**src/rtl/pmc_pkg.sv**
```systemverilog
// Package: shared state, clock-source and mode-code definitions for the
// power mode sequencing controller.
package pmc_pkg;
    // Controller states: four steady modes and four transition states.
    typedef enum logic [2:0] {
        PS_DOZE,
        PS_SLEEP,
        PS_XTAL_UP,
        PS_SLOW,
        PS_PLL_UP,
        PS_NORMAL,
        PS_PLL_OFF,
        PS_XTAL_OFF
    } pstate_e;

    // Clock source select codes.
    typedef enum logic [1:0] {
        SRC_LOW  = 2'b00,
        SRC_XTAL = 2'b01,
        SRC_PLL  = 2'b10
    } clksrc_e;

    // Mode codes, used for the request register and for the readback.
    localparam logic [2:0] MODE_SLEEP  = 3'b000;
    localparam logic [2:0] MODE_DOZE   = 3'b001;
    localparam logic [2:0] MODE_SLOW   = 3'b010;
    localparam logic [2:0] MODE_NORMAL = 3'b100;

    // Bit positions the state machine decodes in the request register.
    localparam int BIT_SLOW   = 1;
    localparam int BIT_NORMAL = 2;
endpackage

```
**src/rtl/pmc_mode_reg.sv**
```systemverilog
// Module: holds the software mode request register.
// Assumes: a wake request from the state machine only arrives while the
// system sleeps, and it takes priority over a software write on the same edge.
module pmc_mode_reg
    import pmc_pkg::*;
#(
    parameter int MODE_W = 3
) (
    input  logic              clk,
    input  logic              rst_n,
    input  logic              wr_en,
    input  logic [MODE_W-1:0] wr_data,
    input  logic              wake,
    output logic [MODE_W-1:0] mode_q
);
    // Load a software write; a hardware wake forces the doze code.
    always_ff @(posedge clk) begin
        if (!rst_n)
            mode_q <= MODE_W'(MODE_DOZE);
        else if (wake)
            mode_q <= MODE_W'(MODE_DOZE);
        else if (wr_en)
            mode_q <= wr_data;
    end


    wake_rewrite_chk: assert property (@(posedge clk) disable iff (!rst_n)
        wake |=> (mode_q == MODE_W'(MODE_DOZE)));
endmodule

```
**src/rtl/pmc_xtal_timer.sv**
```systemverilog
// Module: counts the cycles spent in crystal start-up and flags the timeout.
// Assumes: run stays high for the whole start-up state and drops as soon as
// the state is left; XTAL_TMO_CYC is at least 2.
module pmc_xtal_timer #(
    parameter int XTAL_TMO_CYC = 1024
) (
    input  logic clk,
    input  logic rst_n,
    input  logic run,
    output logic tmo
);
    localparam int CW = $clog2(XTAL_TMO_CYC);
    localparam logic [CW-1:0] LAST = CW'(XTAL_TMO_CYC - 1);

    logic [CW-1:0] cnt;

    // Count up while start-up is running; hold at the limit; clear otherwise.
    always_ff @(posedge clk) begin
        if (!rst_n || !run)
            cnt <= '0;
        else if (cnt != LAST)
            cnt <= cnt + 1'b1;
    end

    assign tmo = run && (cnt == LAST);


    no_overflow_chk: assert property (@(posedge clk) disable iff (!rst_n)
        (cnt == LAST) |=> (cnt == LAST) || (cnt == '0));
endmodule

```
**src/rtl/pmc_fsm.sv**
```systemverilog
// Module: mode sequencing state machine.
// Assumes: mode_q is the registered request word; the handshakes
// (xtal_stable, pll_locked) are already synchronous to clk.
module pmc_fsm
    import pmc_pkg::*;
#(
    parameter int MODE_W = 3
) (
    input  logic              clk,
    input  logic              rst_n,
    input  logic [MODE_W-1:0] mode_q,
    input  logic              irq_pend,
    input  logic              cpu_wfi,
    input  logic              xtal_stable,
    input  logic              xtal_tmo,
    input  logic              pll_locked,
    output pstate_e           state,
    output logic              wake
);
    pstate_e nxt;
    logic    want_normal;
    logic    want_slow;

    assign want_normal = mode_q[BIT_NORMAL];
    assign want_slow   = mode_q[BIT_SLOW];
    assign wake        = (state == PS_SLEEP) && irq_pend;

    // Choose the next state from the request bits and the handshakes.
    always_comb begin
        nxt = state;
        case (state)
            PS_SLEEP:    if (irq_pend) nxt = PS_DOZE;
            PS_DOZE: begin
                if (want_normal || want_slow)
                    nxt = PS_XTAL_UP;
                else if ((mode_q == '0) && cpu_wfi)
                    nxt = PS_SLEEP;
            end
            PS_XTAL_UP:  if (xtal_stable || xtal_tmo) nxt = PS_SLOW;
            PS_SLOW: begin
                if (want_normal)
                    nxt = PS_PLL_UP;
                else if (!want_slow)
                    nxt = PS_XTAL_OFF;
            end
            PS_PLL_UP: begin
                if (!want_normal)
                    nxt = PS_SLOW;
                else if (pll_locked)
                    nxt = PS_NORMAL;
            end
            PS_NORMAL:   if (!want_normal) nxt = PS_PLL_OFF;
            PS_PLL_OFF:  nxt = PS_SLOW;
            PS_XTAL_OFF: nxt = PS_DOZE;
            default:     nxt = PS_DOZE;
        endcase
    end

    // State register; reset lands in doze.
    always_ff @(posedge clk) begin
        if (!rst_n)
            state <= PS_DOZE;
        else
            state <= nxt;
    end


    sleep_wake_chk: assert property (@(posedge clk) disable iff (!rst_n)
        (state == PS_SLEEP && irq_pend) |=> (state == PS_DOZE));


    sleep_entry_chk: assert property (@(posedge clk) disable iff (!rst_n)
        ($past(state) == PS_DOZE && state == PS_SLEEP)
            |-> ($past(cpu_wfi) && $past(mode_q) == '0));


    pll_entry_chk: assert property (@(posedge clk) disable iff (!rst_n)
        ($past(state) != PS_NORMAL && state == PS_NORMAL) |-> $past(pll_locked));


    pll_exit_chk: assert property (@(posedge clk) disable iff (!rst_n)
        ($past(state) == PS_NORMAL && state != PS_NORMAL) |-> (state == PS_PLL_OFF));


    slow_exit_chk: assert property (@(posedge clk) disable iff (!rst_n)
        ($past(state) == PS_SLOW && state != PS_SLOW)
            |-> (state == PS_XTAL_OFF || state == PS_PLL_UP));
endmodule

```
**src/rtl/pmc_clk_out.sv**
```systemverilog
// Module: decodes the controller state into clock selects, gates,
// oscillator enables and the mode readback.
// Assumes: pure decode; one shared source select drives the system, CPU
// and controller clock multiplexers.
module pmc_clk_out
    import pmc_pkg::*;
(
    input  pstate_e    state,
    output clksrc_e    sel,
    output logic       clk_en,
    output logic       xtal_on,
    output logic       pll_on,
    output logic       transit,
    output logic [2:0] mode_code
);
    // Map each state to the outputs it drives.
    always_comb begin
        sel       = SRC_LOW;
        clk_en    = 1'b1;
        xtal_on   = 1'b0;
        pll_on    = 1'b0;
        transit   = 1'b0;
        mode_code = MODE_DOZE;
        case (state)
            PS_SLEEP: begin
                clk_en    = 1'b0;
                mode_code = MODE_SLEEP;
            end
            PS_DOZE: ;
            PS_XTAL_UP: begin
                xtal_on = 1'b1;
                transit = 1'b1;
            end
            PS_SLOW: begin
                sel       = SRC_XTAL;
                xtal_on   = 1'b1;
                mode_code = MODE_SLOW;
            end
            PS_PLL_UP: begin
                sel       = SRC_XTAL;
                xtal_on   = 1'b1;
                pll_on    = 1'b1;
                transit   = 1'b1;
                mode_code = MODE_SLOW;
            end
            PS_NORMAL: begin
                sel       = SRC_PLL;
                xtal_on   = 1'b1;
                pll_on    = 1'b1;
                mode_code = MODE_NORMAL;
            end
            PS_PLL_OFF: begin
                sel       = SRC_XTAL;
                xtal_on   = 1'b1;
                pll_on    = 1'b1;
                transit   = 1'b1;
                mode_code = MODE_SLOW;
            end
            PS_XTAL_OFF: begin
                xtal_on = 1'b1;
                transit = 1'b1;
            end
            default: ;
        endcase
    end
endmodule

```
**src/rtl/pwr_mode_ctrl.sv**
```systemverilog
// Module: top of the power mode sequencing controller. Ties together the
// request register, the crystal start-up timer, the state machine and the
// output decode.
// Assumes: all inputs are synchronous to clk; the clock multiplexers and
// gates driven by the outputs are glitch-free and sit outside this block.
module pwr_mode_ctrl
    import pmc_pkg::*;
#(
    parameter int XTAL_TMO_CYC = 1024
) (
    input  logic       clk,
    input  logic       rst_n,
    input  logic       mode_wr_en,
    input  logic [2:0] mode_wr_data,
    input  logic       irq_pend,
    input  logic       cpu_wfi,
    input  logic       xtal_stable,
    input  logic       pll_locked,
    output logic [2:0] mode_reg_q,
    output logic [2:0] mode_now,
    output logic       in_transit,
    output logic       sys_clk_en,
    output logic       cpu_clk_en,
    output logic [1:0] clk_sel,
    output logic       xtal_en,
    output logic       pll_en
);
    localparam int MODE_W = 3;

    pstate_e st;
    clksrc_e sel;
    logic    wake;
    logic    tmo;
    logic    gate_en;

    pmc_mode_reg #(.MODE_W(MODE_W)) u_mode_reg (
        .clk     (clk),
        .rst_n   (rst_n),
        .wr_en   (mode_wr_en),
        .wr_data (mode_wr_data),
        .wake    (wake),
        .mode_q  (mode_reg_q)
    );

    pmc_xtal_timer #(.XTAL_TMO_CYC(XTAL_TMO_CYC)) u_xtal_timer (
        .clk   (clk),
        .rst_n (rst_n),
        .run   (st == PS_XTAL_UP),
        .tmo   (tmo)
    );

    pmc_fsm #(.MODE_W(MODE_W)) u_fsm (
        .clk         (clk),
        .rst_n       (rst_n),
        .mode_q      (mode_reg_q),
        .irq_pend    (irq_pend),
        .cpu_wfi     (cpu_wfi),
        .xtal_stable (xtal_stable),
        .xtal_tmo    (tmo),
        .pll_locked  (pll_locked),
        .state       (st),
        .wake        (wake)
    );

    pmc_clk_out u_clk_out (
        .state     (st),
        .sel       (sel),
        .clk_en    (gate_en),
        .xtal_on   (xtal_en),
        .pll_on    (pll_en),
        .transit   (in_transit),
        .mode_code (mode_now)
    );

    assign clk_sel    = sel;
    assign sys_clk_en = gate_en;
    assign cpu_clk_en = gate_en;


    pll_sel_lock_chk: assert property (@(posedge clk) disable iff (!rst_n)
        (clk_sel == 2'b10) |-> (pll_en && xtal_en));


    gate_src_chk: assert property (@(posedge clk) disable iff (!rst_n)
        (!sys_clk_en) |-> (clk_sel == 2'b00 && !xtal_en && !pll_en));
endmodule

```
**config.mk**
```make
export PLATFORM = sky130hd
export DESIGN_NAME = pwr_mode_ctrl
export DESIGN_NICKNAME = d
export VERILOG_FILES = /design/src/rtl/pmc_pkg.sv /design/src/rtl/pmc_mode_reg.sv /design/src/rtl/pmc_xtal_timer.sv /design/src/rtl/pmc_fsm.sv /design/src/rtl/pmc_clk_out.sv /design/src/rtl/pwr_mode_ctrl.sv
export SDC_FILE = /design/constraint.sdc
export NUM_CORES = 1
export LEC_CHECK = 0
export BUFFER_PORTS_ARGS = -buffer_cell sky130_fd_sc_hd__buf_2
export CORE_UTILIZATION = 51
export DETAILED_ROUTE_END_ITERATION = 16
export MAX_ROUTING_LAYER = met4
export PLACE_DENSITY = 0.74
export SYNTH_ARGS = -nofsm -noshare
export SYNTH_HDL_FRONTEND = slang
export SYNTH_SLANG_ARGS = --single-unit
```
**constraint.sdc**
```tcl
create_clock -name clk -period 2 [get_ports clk]
set_clock_uncertainty 0.15 [all_clocks]
set_input_delay 0 -clock clk [delete_from_list [all_inputs] [get_ports clk]]
set_output_delay 0 -clock clk [all_outputs]
set_load 0.02 [all_outputs]
```
Yosys cells after proc, flatten, opt, wreduce, memory -nomap -nowiden. Cells that the tools add are included.

Add/subtract/negate cells: 1. Equality and inequality tests: 15. Mux-type cells: 16. Bitwise gates (word level): 1. Reduce and logical (&&, ||, !) cells: 16.

Operator list (number): $mux 3 (9); $pmux 3 s8 (1); $eq 3x3->1 const B (4); $add 10x1->10 const B (1); $eq 10x10->1 const B (1); $ne 10x10->1 const B (1); $pmux 3 s3 (1); $eq 3x2->1 const B (2); $logic_not 3->1 (2); $ne 3x3->1 const B (2); $reduce_and 6->1 (1); $reduce_or 3->1 (2); $reduce_or 6->1 (1); $mux 1 (4); $ne 2x2->1 const B (2); $pmux 2 s2 (1); $reduce_or 4->1 (1); $eq 3x1->1 const B (1); $logic_and 1x1->1 (3); $logic_or 1x1->1 (3); $ne 3x1->1 const B (1); $logic_not 1->1 (2); $ne 2x1->1 const B (1); $reduce_or 2->1 (1); $not 1->1 (1).

Register bits: 16. Input port bits: 10. Output and inout bits: 13. Word-level logic and storage cells: 52.

Longest topological paths before layout. Gate-level depths: netlist of the first run.

Word-level depth: 5. Depth in mapped cells: 6. Depth with buffers taken out: 6.

By module. A second synthesis of the first run with hierarchy kept.

Cells, all modules: 115. Area total of the unflattened synthesis: 993.5 um^2.

Modules (own cells, without submodules): pmc_xtal_timer (instances 1, cells an instance 53, area an instance 496.7 um^2, seq. area each 200.2 um^2); pmc_fsm (instances 1, cells an instance 38, area an instance 295.3 um^2, seq. area each 60.1 um^2); pmc_mode_reg (instances 1, cells an instance 10, area an instance 108.9 um^2, seq. area each 60.1 um^2); pmc_clk_out (instances 1, cells an instance 12, area an instance 72.6 um^2, seq. area each 0.0 um^2); pwr_mode_ctrl (instances 1, cells an instance 2, area an instance 20.0 um^2, seq. area each 0.0 um^2).

Least setup slack after synthesis of the first run. Ideal clock, no wire load.

Kind: reg-to-reg. From: reg u_xtal_timer.cnt[0]. To: reg u_fsm.state[2]. Setup time: 122 ps. Arrival: 1529 ps. Required time: 1728 ps. Setup slack: 200 ps. Stages on the path, launching flop included: 6. Path buffers: 0. Period minus slack after synthesis: 1800 ps. Cells stage by stage: dfxtp_1 -> ha_1 -> nand3_1 -> nor3_4 -> o22ai_4 -> o311a_1.

Cells in the longest elaborated chain, start to end: 5.

RTL lines: start, declared (line pmc_xtal_timer.sv:15) `logic [CW-1:0] cnt;`; start signal, assigned (line pmc_xtal_timer.sv:22) `cnt <= cnt + 1'b1;`; $eq 10x10->1 (line pmc_xtal_timer.sv:25) `assign tmo = run && (cnt == LAST);`; $logic_and 1x1->1 (line pmc_xtal_timer.sv:25); $logic_or 1x1->1 (line pmc_fsm.sv:39) `PS_XTAL_UP: if (xtal_stable || xtal_tmo) nxt = PS_SLOW;`; $ne 2x1->1 (no line); $reduce_and 6->1 (no line); end signal, assigned (line pmc_fsm.sv:64) `state <= nxt;`; end, declared (line pmc_fsm.sv:17) `output pstate_e state,`.

No other way between the ends. A chain may end at the register's enable or synchronous reset.

Worst setup path after layout of the first run.
From: reg u_fsm.state[2]. To: reg u_fsm.state[2].

Cells in the longest elaborated chain, start to end: 5. Elaborated cells on any way between the ends: 18. Those cells by class: 13 x eq/ne; 1 x mux; 4 x reduce/logical.

RTL lines (line): $eq 3x2->1 (pmc_fsm.sv:31, pwr_mode_ctrl.sv:48); $logic_and 1x1->1 (pmc_xtal_timer.sv:25); $logic_or 1x1->1 (pmc_fsm.sv:39); $ne 2x1->1 (no line); $reduce_and 6->1 (no line).

Parallel ways exist; a longest one is shown, timed or not.

==> flow_summary.json, run 1 <==
{
  "worst_pin_slew_ns": 0.490,
  "drc": 0,
  "die-width_microns": 45.0,
  "cp_slowest_cell": "dfxtp_1",
  "async_flop_share": 0,
  "dr.pass1.iters": 4,
  "relSlewSlack": 0.670,
  "dieArea_sq_mm": 0.00202,
  "final_area_sq_mm": 0.00116,
  "vias": 943,
  "setup_ws_ns": 0.154,
  "placed_cells": 163,
  "htreeDepth": 1,
  "die_h_microns": 45.0,
  "worstSetupPathType": "register to register",
  "area_growth_pct": 23.0,
  "coreArea_sq_mm": 0.00173,
  "crit_path_max_fanout": 13,
  "drv_cap": 0,
  "synth_edf_count": 0,
  "min_path_type": "input port to register",
  "cp-end-kind": "register",
  "clock-root-buffer": "clkbuf_4",
  "initial_core_util": 0.546,
  "synth_common_cells": "nor2_1 (18), dfxtp_1 (16), o21ai_0 (12)",
  "post_cts_resized": 0,
  "numCtsBuffers": 3,
  "dp_slack_ns": 0.177,
  "drive_above_1_share": 0.230,
  "worstPathArrival_ns": 1.86,
  "grt-ovfl-total": 0,
  "synth.distinct_cells": 38,
  "vdd_ir_drop_max_mv": 0.622,
  "antenna_found_initial": 0,
  "synth_most_common_cell": "nor2_1",
  "crit_top_cell": "o21ai_0",
  "cpPeakStageDelay_ns": 0.57,
  "io-pin-count": 23,
  "yosysWarningCount": 0,
  "clock_latency_ns": 0.27,
  "power.leakage_uw": 0.000476,
  "clock_path_buffers": 2,
  "hold_viol_final": 0,
  "powerDensity_mw_per_mm2": 1050,
  "worst-path-buf-inv": 0,
  "num_rows": 15,
  "syn_area_sq_um": 942,
  "register_area_sq_um": 320,
  "outcome": "finished, final reports clean",
  "drv_slew": 0,
  "clock-sinks": 16,
  "syn_avg_cell_area_sq_um": 7.92,
  "worstPathCellList": "nand2_1 > a21boi_0 > o21ai_0 > o21ai_0 > o311a_1",
  "rsz0062_at_grt": "no",
  "synth_cells": 119,
  "ys_seq_area_frac": 0.340,
  "start_kind": "register",
  "io_buffers": 22,
  "period_share": 0.923,
  "synth-main-ff-cell": "dfxtp_1",
  "synth_area_leader_cell": "dfxtp_1",
  "routed_wl_mm": 2.05,
  "cts_tree": "yes",
  "synthTopCellsByArea": "dfxtp_1 (34%), nor2_1 (7.2%), o21ai_0 (6.4%)",
  "yosys_register_bits": 16,
  "timing.fmax_mhz": 542,
  "grt_pass1_wl_mm": 3.15,
  "grt_pass1_vias": 785,
  "clk_pin_slew_worst_paths_ns": 0.08,
  "grt_max_degree": 15,
  "routedWlPerCell_microns": 11.8,
  "dr.first_iter.drc_count": 30,
  "placed_cell_area_sq_mm": 0.00107,
  "ant_nets": 0,
  "nNetsFinal": 161,
  "fin_cells": 173,
  "diodes": 0,
  "fillerInstances": 154,
  "via_per_inst": 5.45,
  "fin_setup_tns_ns": 0,
  "hpwl_mm": 1.45,
  "crit_required_ns": 2.02,
  "setup_viol": 0,
  "gp_routability_congestion": 0.796,
  "path_delay_family": "compound AO/OA/AOI/OAI gates",
  "multi_input_area_sq_um": 556,
  "synth_fp_nets": 130,
  "synth.top_cell.area_share": 0.340,
  "grt_usage": 0.220,
  "min_period_ns": 1.85
}
-- worst register-to-register path, cell delays in order, from the launching register on --
cell	delay, ns
dfxtp_1	0.57
nand2_1	0.14
a21boi_0	0.14
o21ai_0	0.42
o21ai_0	0.17
o311a_1	0.14
-- logic make-up (layout without fill, tap and decap cells) --
group	after synthesis	in the layout	synth area share
AND/OR/NAND/NOR	57	57	0.323
AO/OA/AOI/OAI	26	26	0.183
flip-flops	16	16	0.340
buffers and inverters	12	41	0.0704
multiplexers	4	4	0.0425
XOR/XNOR	3	3	0.0279
adder cells (fa/ha/maj)	1	1	0.0133
-- layout by cell type (no fill, tap or decap), types with 2 or more instances in the layout --
cell,count
buf_4,4
a21oi_1,2
inv_1,5
a211oi_1,2
mux2i_1,4
clkbuf_4,3
nor3_1,5
o21ai_0,12
nand3_1,8
nor2b_1,2
a31oi_1,3
dfxtp_1,16
nand2_1,9
dlygate4sd3_1,7
buf_2,22
nor2_1,18
nand4_1,3
xor2_1,3
-- sequential cells by signal (all words and copies together) (netlist names) --
name               count
u_mode_reg.mode_q      3
u_xtal_timer.cnt      10
u_fsm.state            3
-- metrics by stage --
stage | utilization | total power (uW) | hold WS [ns]
floorplan | - | 908 | -0.0325
global placement | 0.617 | 1030 | 0.0634
detailed placement | 0.617 | 1050 | 0.0641
CTS | 0.671 | 1230 | 0.0327
global route | 0.671 | 1310 | 0.0896
finish | 0.671 | 1220 | 0.0398
-- timing repair --
item / in CTS / in global routing
setup buffers: 0 / 0
hold buffers: 7 / 0
hold endpoints to repair: 6 / 0
-- area by class of cell --
cell class / count / area share
tap: 25 / 0.0270
inverter: 5 / 0.0162
clock buffer: 3 / 0.0194
sequential: 16 / 0.276
timing repair buffer: 33 / 0.181
multi-input combinational: 91 / 0.479
-- per-layer routing --
layer / global-route usage / vias up / part of all wire
met1: 0.249 / 425 / 0.44
met5: - / - / 0
li1: - / 481 / -
met2: 0.383 / 35 / 0.50
met4: 0.0909 / 0 / 0.0083
met3: 0.0360 / 2 / 0.047
-- worst paths after layout --
check / slack (ns) / startpoint / cells after the start / endpoint
min: 0.04 / irq_pend / 4 / u_mode_reg.mode_q[2]
max reg2reg: 0.15 / u_fsm.state[2] / 5 / u_fsm.state[2]
min reg2reg: 0.34 / u_xtal_timer.cnt[8] / 2 / u_xtal_timer.cnt[8]
max: 0.15 / u_fsm.state[2] / 5 / u_fsm.state[2]
-- report_power, final --
group	leakage [uW]	total (uW)	internal [uW]	switching [uW]
logic	0.000332	638	258	380
clock network	0.0000138	159	69.7	89.3
registers	0.000130	425	353	71.7
Power figures use the tool's default switching activity.
==> inputs of run 2 (changes only) <==
- CORE_MARGIN: unset -> 2
- CORE_UTILIZATION: 51 -> 32
- PLACE_DENSITY: 0.74 -> 0.49
==> run 2 against run 1 <==
Against the previous run: final area grew 2.1%; global-route usage shrank 7.3 points; wire length grew 5.1%; critical endpoint unchanged.
==> flow_summary.json, run 2 (synthesized netlist as in run 1, its figures left out) <==
{
  "utilization": 0.425,
  "grt_max_degree": 14,
  "largest_reg_flops": 10,
  "crit_path_max_fanout": 7,
  "dp_slack_ns": 0.155,
  "coreArea_sq_mm": 0.00278,
  "ant_nets": 0,
  "top_register": "u_xtal_timer.cnt",
  "register_area_sq_um": 320,
  "crit_required_ns": 2.02,
  "start_kind": "register",
  "routedWlPerCell_microns": 12.0,
  "power.leakage_uw": 0.000480,
  "final_common_cell": "buf_2",
  "dr.first_iter.drc_count": 46,
  "antenna_found_initial": 0,
  "cts_tree": "yes",
  "die_h_microns": 58.3,
  "fillerInstances": 291,
  "initial_core_util": 0.339,
  "wl_met1_microns": 990,
  "hold_viol_final": 0,
  "worst_pin_slew_ns": 0.466,
  "worstSetupStartpoint": "u_xtal_timer.cnt[0]",
  "post_cts_buffers": 0,
  "worstSetupPathType": "register to register",
  "clock-root-buffer": "clkbuf_4",
  "met3WireLength_microns": 70,
  "top_layer": "met4",
  "setup_viol": 0,
  "powerDensity_mw_per_mm2": 1070,
  "clock_path_buffers": 2,
  "dieArea_sq_mm": 0.00339,
  "num_rows": 19,
  "placed_cells": 169,
  "min_period_ns": 1.79,
  "area_growth_pct": 25.5,
  "min_from": "irq_pend",
  "io_buffers": 22,
  "multi_input_area_sq_um": 558,
  "gp_routability_congestion": 0.776,
  "drv_cap": 0,
  "dr.pass1.iters": 4,
  "grt-ovfl-total": 0,
  "rsz0062_at_grt": "no",
  "vias": 910,
  "setup_ws_ns": 0.212,
  "die-width_microns": 58.3,
  "hpwl_mm": 1.56,
  "clock-sinks": 16,
  "min_path_type": "input port to register",
  "relSlewSlack": 0.687,
  "top_regs": "u_xtal_timer.cnt: 10 flops, u_fsm.state: 3 flops, u_mode_reg.mode_q: 3 flops",
  "grt_pass1_wl_mm": 3.87,
  "numCtsBuffers": 3,
  "grt_pass1_vias": 910,
  "via_per_inst": 5.06,
  "grt_usage": 0.147,
  "cp-end-kind": "register",
  "drive_above_1_share": 0.242,
  "fin_setup_tns_ns": 0,
  "io-pin-count": 23,
  "htreeDepth": 1,
  "fin_hold_ws_ns": 0.0470,
  "timing.fmax_mhz": 559,
  "period_share": 0.894,
  "diodes": 0,
  "worstPathArrival_ns": 1.81,
  "vdd_ir_drop_max_mv": 0.614,
  "drc": 0,
  "nNetsFinal": 161,
  "final_cell_mix": "buf_2 (22), nor2_1 (18), dfxtp_1 (16), o21ai_0 (11), nand2_1 (9)",
  "routed_wl_mm": 2.15,
  "clock_latency_ns": 0.28,
  "outcome": "finished, final reports clean",
  "drv_slew": 0,
  "route.met2.wl_mm": 1.07,
  "reg2reg_from": "u_xtal_timer.cnt[0]",
  "clk_pin_slew_worst_paths_ns": 0.09,
  "fin_cells": 180
}
## run 2: changes by cell type in the layout (fill, tap and decap cells not counted)
cell / before / now
clkbuf_8: 0 / 1
ha_1: 1 / 0
ha_2: 0 / 1
o21ai_0: 12 / 11
o21ai_1: 0 / 1
## run 2: layout make-up
type | count | area share
repair buffers | 33 | 0.178
flip-flops and latches | 16 | 0.271
well taps | 31 | 0.0328
inverters | 5 | 0.0159
clock buffers | 4 | 0.0307
multi-input cells | 91 | 0.472
## run 2: metal layers
metal | GRT usage | up-vias
li1 | - | 482
met1 | 0.176 | 410
met2 | 0.252 | 16
met3 | 0.0134 | 2
met4 | 0.0598 | 0
met5 | - | -
## run 2: worst paths after layout
path                               end  slack, ns  cells after the start
setup / recovery        u_fsm.state[2]       0.21                      5
hold / removal    u_mode_reg.mode_q[2]       0.05                      4
hold reg to reg    u_xtal_timer.cnt[8]       0.35                      2
setup reg to reg        u_fsm.state[2]       0.21                      5
## run 2: repair_timing
action | 4_1_cts | 5_1_grt
hold buffers | 7 | 0
endpoints found under the hold margin | 6 | 0
endpoints found under the setup margin | 0 | 2
gates resized for setup | 0 | 2
## run 2: stage by stage
stage | power (uW) | area (sq um)
after floorplan | 908 | 942
after CTS | 1280 | 1180
after global placement | 1050 | 1070
after global routing | 1380 | 1180
after detailed placement | 1060 | 1070
final | 1270 | 1180
## run 2: worst max-delay path, cell delays in order (launching register included)
cell and delay (ns):
dfxtp_1 0.42, ha_2 0.27, nand3_1 0.15, nor3_4 0.25, o22ai_4 0.12, o311a_1 0.34
## run 2: report_power, final
part / total (uW) / switching (uW) / internal (uW)
clock: 209 / 97.9 / 111
combinational: 632 / 374 / 258
sequential: 430 / 77.1 / 353
total: 1270 / 549 / 722
==> inputs of run 3 (changes only) <==
- PLACE_DENSITY: 0.49 -> 0.63
==> run 3 against run 2 <==
Against the previous run: critical path depth stayed put; sequential share of layout area is 0.38 points higher; clock power is 17% lower; register-to-register slack worse by 0.04 ns; cell count is 0.56% lower; global-route usage is 1.0 points lower; clock-buffer cell count is 1 lower; first-iteration DRC count is 2.2% lower; core utilization is 0.58 points lower; critical path type unchanged; final area is 1.4% lower; via count is 3.7% higher; sequential cell count stayed put.
==> flow_summary.json, run 3 (synthesized netlist as in run 1, its figures left out) <==
{
  "outcome": "finished, final reports clean",
  "powerDensity_mw_per_mm2": 1060,
  "nNetsFinal": 161,
  "antenna_found_initial": 0,
  "crit_required_ns": 2.04,
  "grt_usage": 0.137,
  "io_buffers": 22,
  "worstPathArrival_ns": 1.87,
  "num_rows": 19,
  "routedWlPerCell_microns": 11.4,
  "final_cell_mix": "buf_2 (22), nor2_1 (18), dfxtp_1 (16), o21ai_0 (12), nand2_1 (9)",
  "numCtsBuffers": 3,
  "fin_setup_tns_ns": 0,
  "initial_core_util": 0.339,
  "cp-end-kind": "register",
  "cpPeakStageDelay_ns": 0.42,
  "grt_pass1_wl_mm": 3.46,
  "timing.fmax_mhz": 546,
  "vdd_ir_drop_max_mv": 0.723,
  "htreeDepth": 1,
  "dieArea_sq_mm": 0.00339,
  "vias": 944,
  "register_area_sq_um": 320,
  "hpwl_mm": 1.52,
  "routed_wl_mm": 2.04,
  "diodes": 0,
  "multi_input_area_sq_um": 556,
  "clock-root-buffer": "clkbuf_4",
  "post_cts_resized": 0,
  "grt-ovfl-total": 0,
  "postCtsHoldBufs": 7,
  "drv_slew": 0,
  "placed_cell_area_sq_mm": 0.00107,
  "cp_slowest_cell": "dfxtp_1",
  "clk_pin_slew_worst_paths_ns": 0.09,
  "dp_slack_ns": 0.170,
  "io-pin-count": 23,
  "dr.pass1.iters": 4,
  "via_per_inst": 5.27,
  "setup_viol": 0,
  "clock_latency_ns": 0.29,
  "area_growth_pct": 23.8,
  "fillerInstances": 273,
  "final_common_cell": "buf_2",
  "clock-sinks": 16,
  "worstSetupPathType": "register to register",
  "die-width_microns": 58.3,
  "crit_path_max_fanout": 7,
  "start_kind": "register",
  "drc": 0,
  "die_h_microns": 58.3,
  "final_area_sq_mm": 0.00117,
  "worstPathCellList": "ha_1 > nand3_1 > nor3_4 > o22ai_4 > o311a_1",
  "power.leakage_uw": 0.000476,
  "relSlewSlack": 0.697,
  "hold_viol_final": 0,
  "largest_reg_flops": 10,
  "grt_pass1_vias": 844,
  "top_regs": "u_xtal_timer.cnt: 10 flops, u_fsm.state: 3 flops, u_mode_reg.mode_q: 3 flops",
  "grt_max_degree": 18,
  "drv_cap": 0,
  "ant_nets": 0,
  "coreArea_sq_mm": 0.00278,
  "dr.first_iter.drc_count": 45,
  "min_path_type": "input port to register",
  "gp_routability_congestion": 0.817,
  "period_share": 0.916,
  "setup_ws_ns": 0.169,
  "drive_above_1_share": 0.230,
  "rsz0062_at_grt": "no",
  "worst_pin_slew_ns": 0.450,
  "clock_path_buffers": 2,
  "min_period_ns": 1.83,
  "cts_tree": "yes",
  "post_cts_buffers": 0,
  "top_register": "u_xtal_timer.cnt"
}
run 3: critical path: cells and delay by family, from the launching register on:
| kind | cells | cell delay, ns |
|---|---|---|
| AND/OR/NAND/NOR | 2 | 0.41 |
| AO/OA/AOI/OAI | 2 | 0.46 |
| flip-flops | 1 | 0.42 |
| adder cells (fa/ha/maj) | 1 | 0.29 |
run 3: layout make-up:
| cell class | count | share of cell area |
|---|---|---|
| clock buffer | 3 | 0.0193 |
| sequential | 16 | 0.275 |
| multi-input combinational | 91 | 0.476 |
| tap | 31 | 0.0333 |
| inverter | 5 | 0.0161 |
| timing repair buffer | 33 | 0.180 |
run 3: metrics by stage:
step	hold slack, ns	std cells	power, uW	util
after floorplan	-0.0325	119	908	-
after global placement	0.0564	169	1040	0.386
after detailed placement	0.0616	169	1050	0.386
after CTS	0.0223	179	1240	0.419
after global routing	0.0637	179	1330	0.419
final	0.0315	179	1230	0.419
run 3: path summary, 6_finish.rpt:
check                           start  slack (ns)  cells after the start                   end
hold / removal               irq_pend        0.03                      4  u_mode_reg.mode_q[1]
setup / recovery  u_xtal_timer.cnt[0]        0.17                      5        u_fsm.state[2]
setup reg to reg  u_xtal_timer.cnt[0]        0.17                      5        u_fsm.state[2]
hold reg to reg   u_xtal_timer.cnt[8]        0.34                      2   u_xtal_timer.cnt[8]
run 3: layer usage:
| metal | track usage | wire length [microns] |
|---|---|---|
| met3 | 0.0513 | 142 |
| met2 | 0.209 | 943 |
| met1 | 0.158 | 922 |
| met4 | 0.0631 | 33 |
| met5 | - | 0 |
run 3: report_power, final:
part           leakage [uW]  switching, uW  internal, uW
Combinational      0.000332            388           258
Clock             0.0000138            104          70.2
Sequential         0.000130           59.8           353
Total              0.000476            552           682
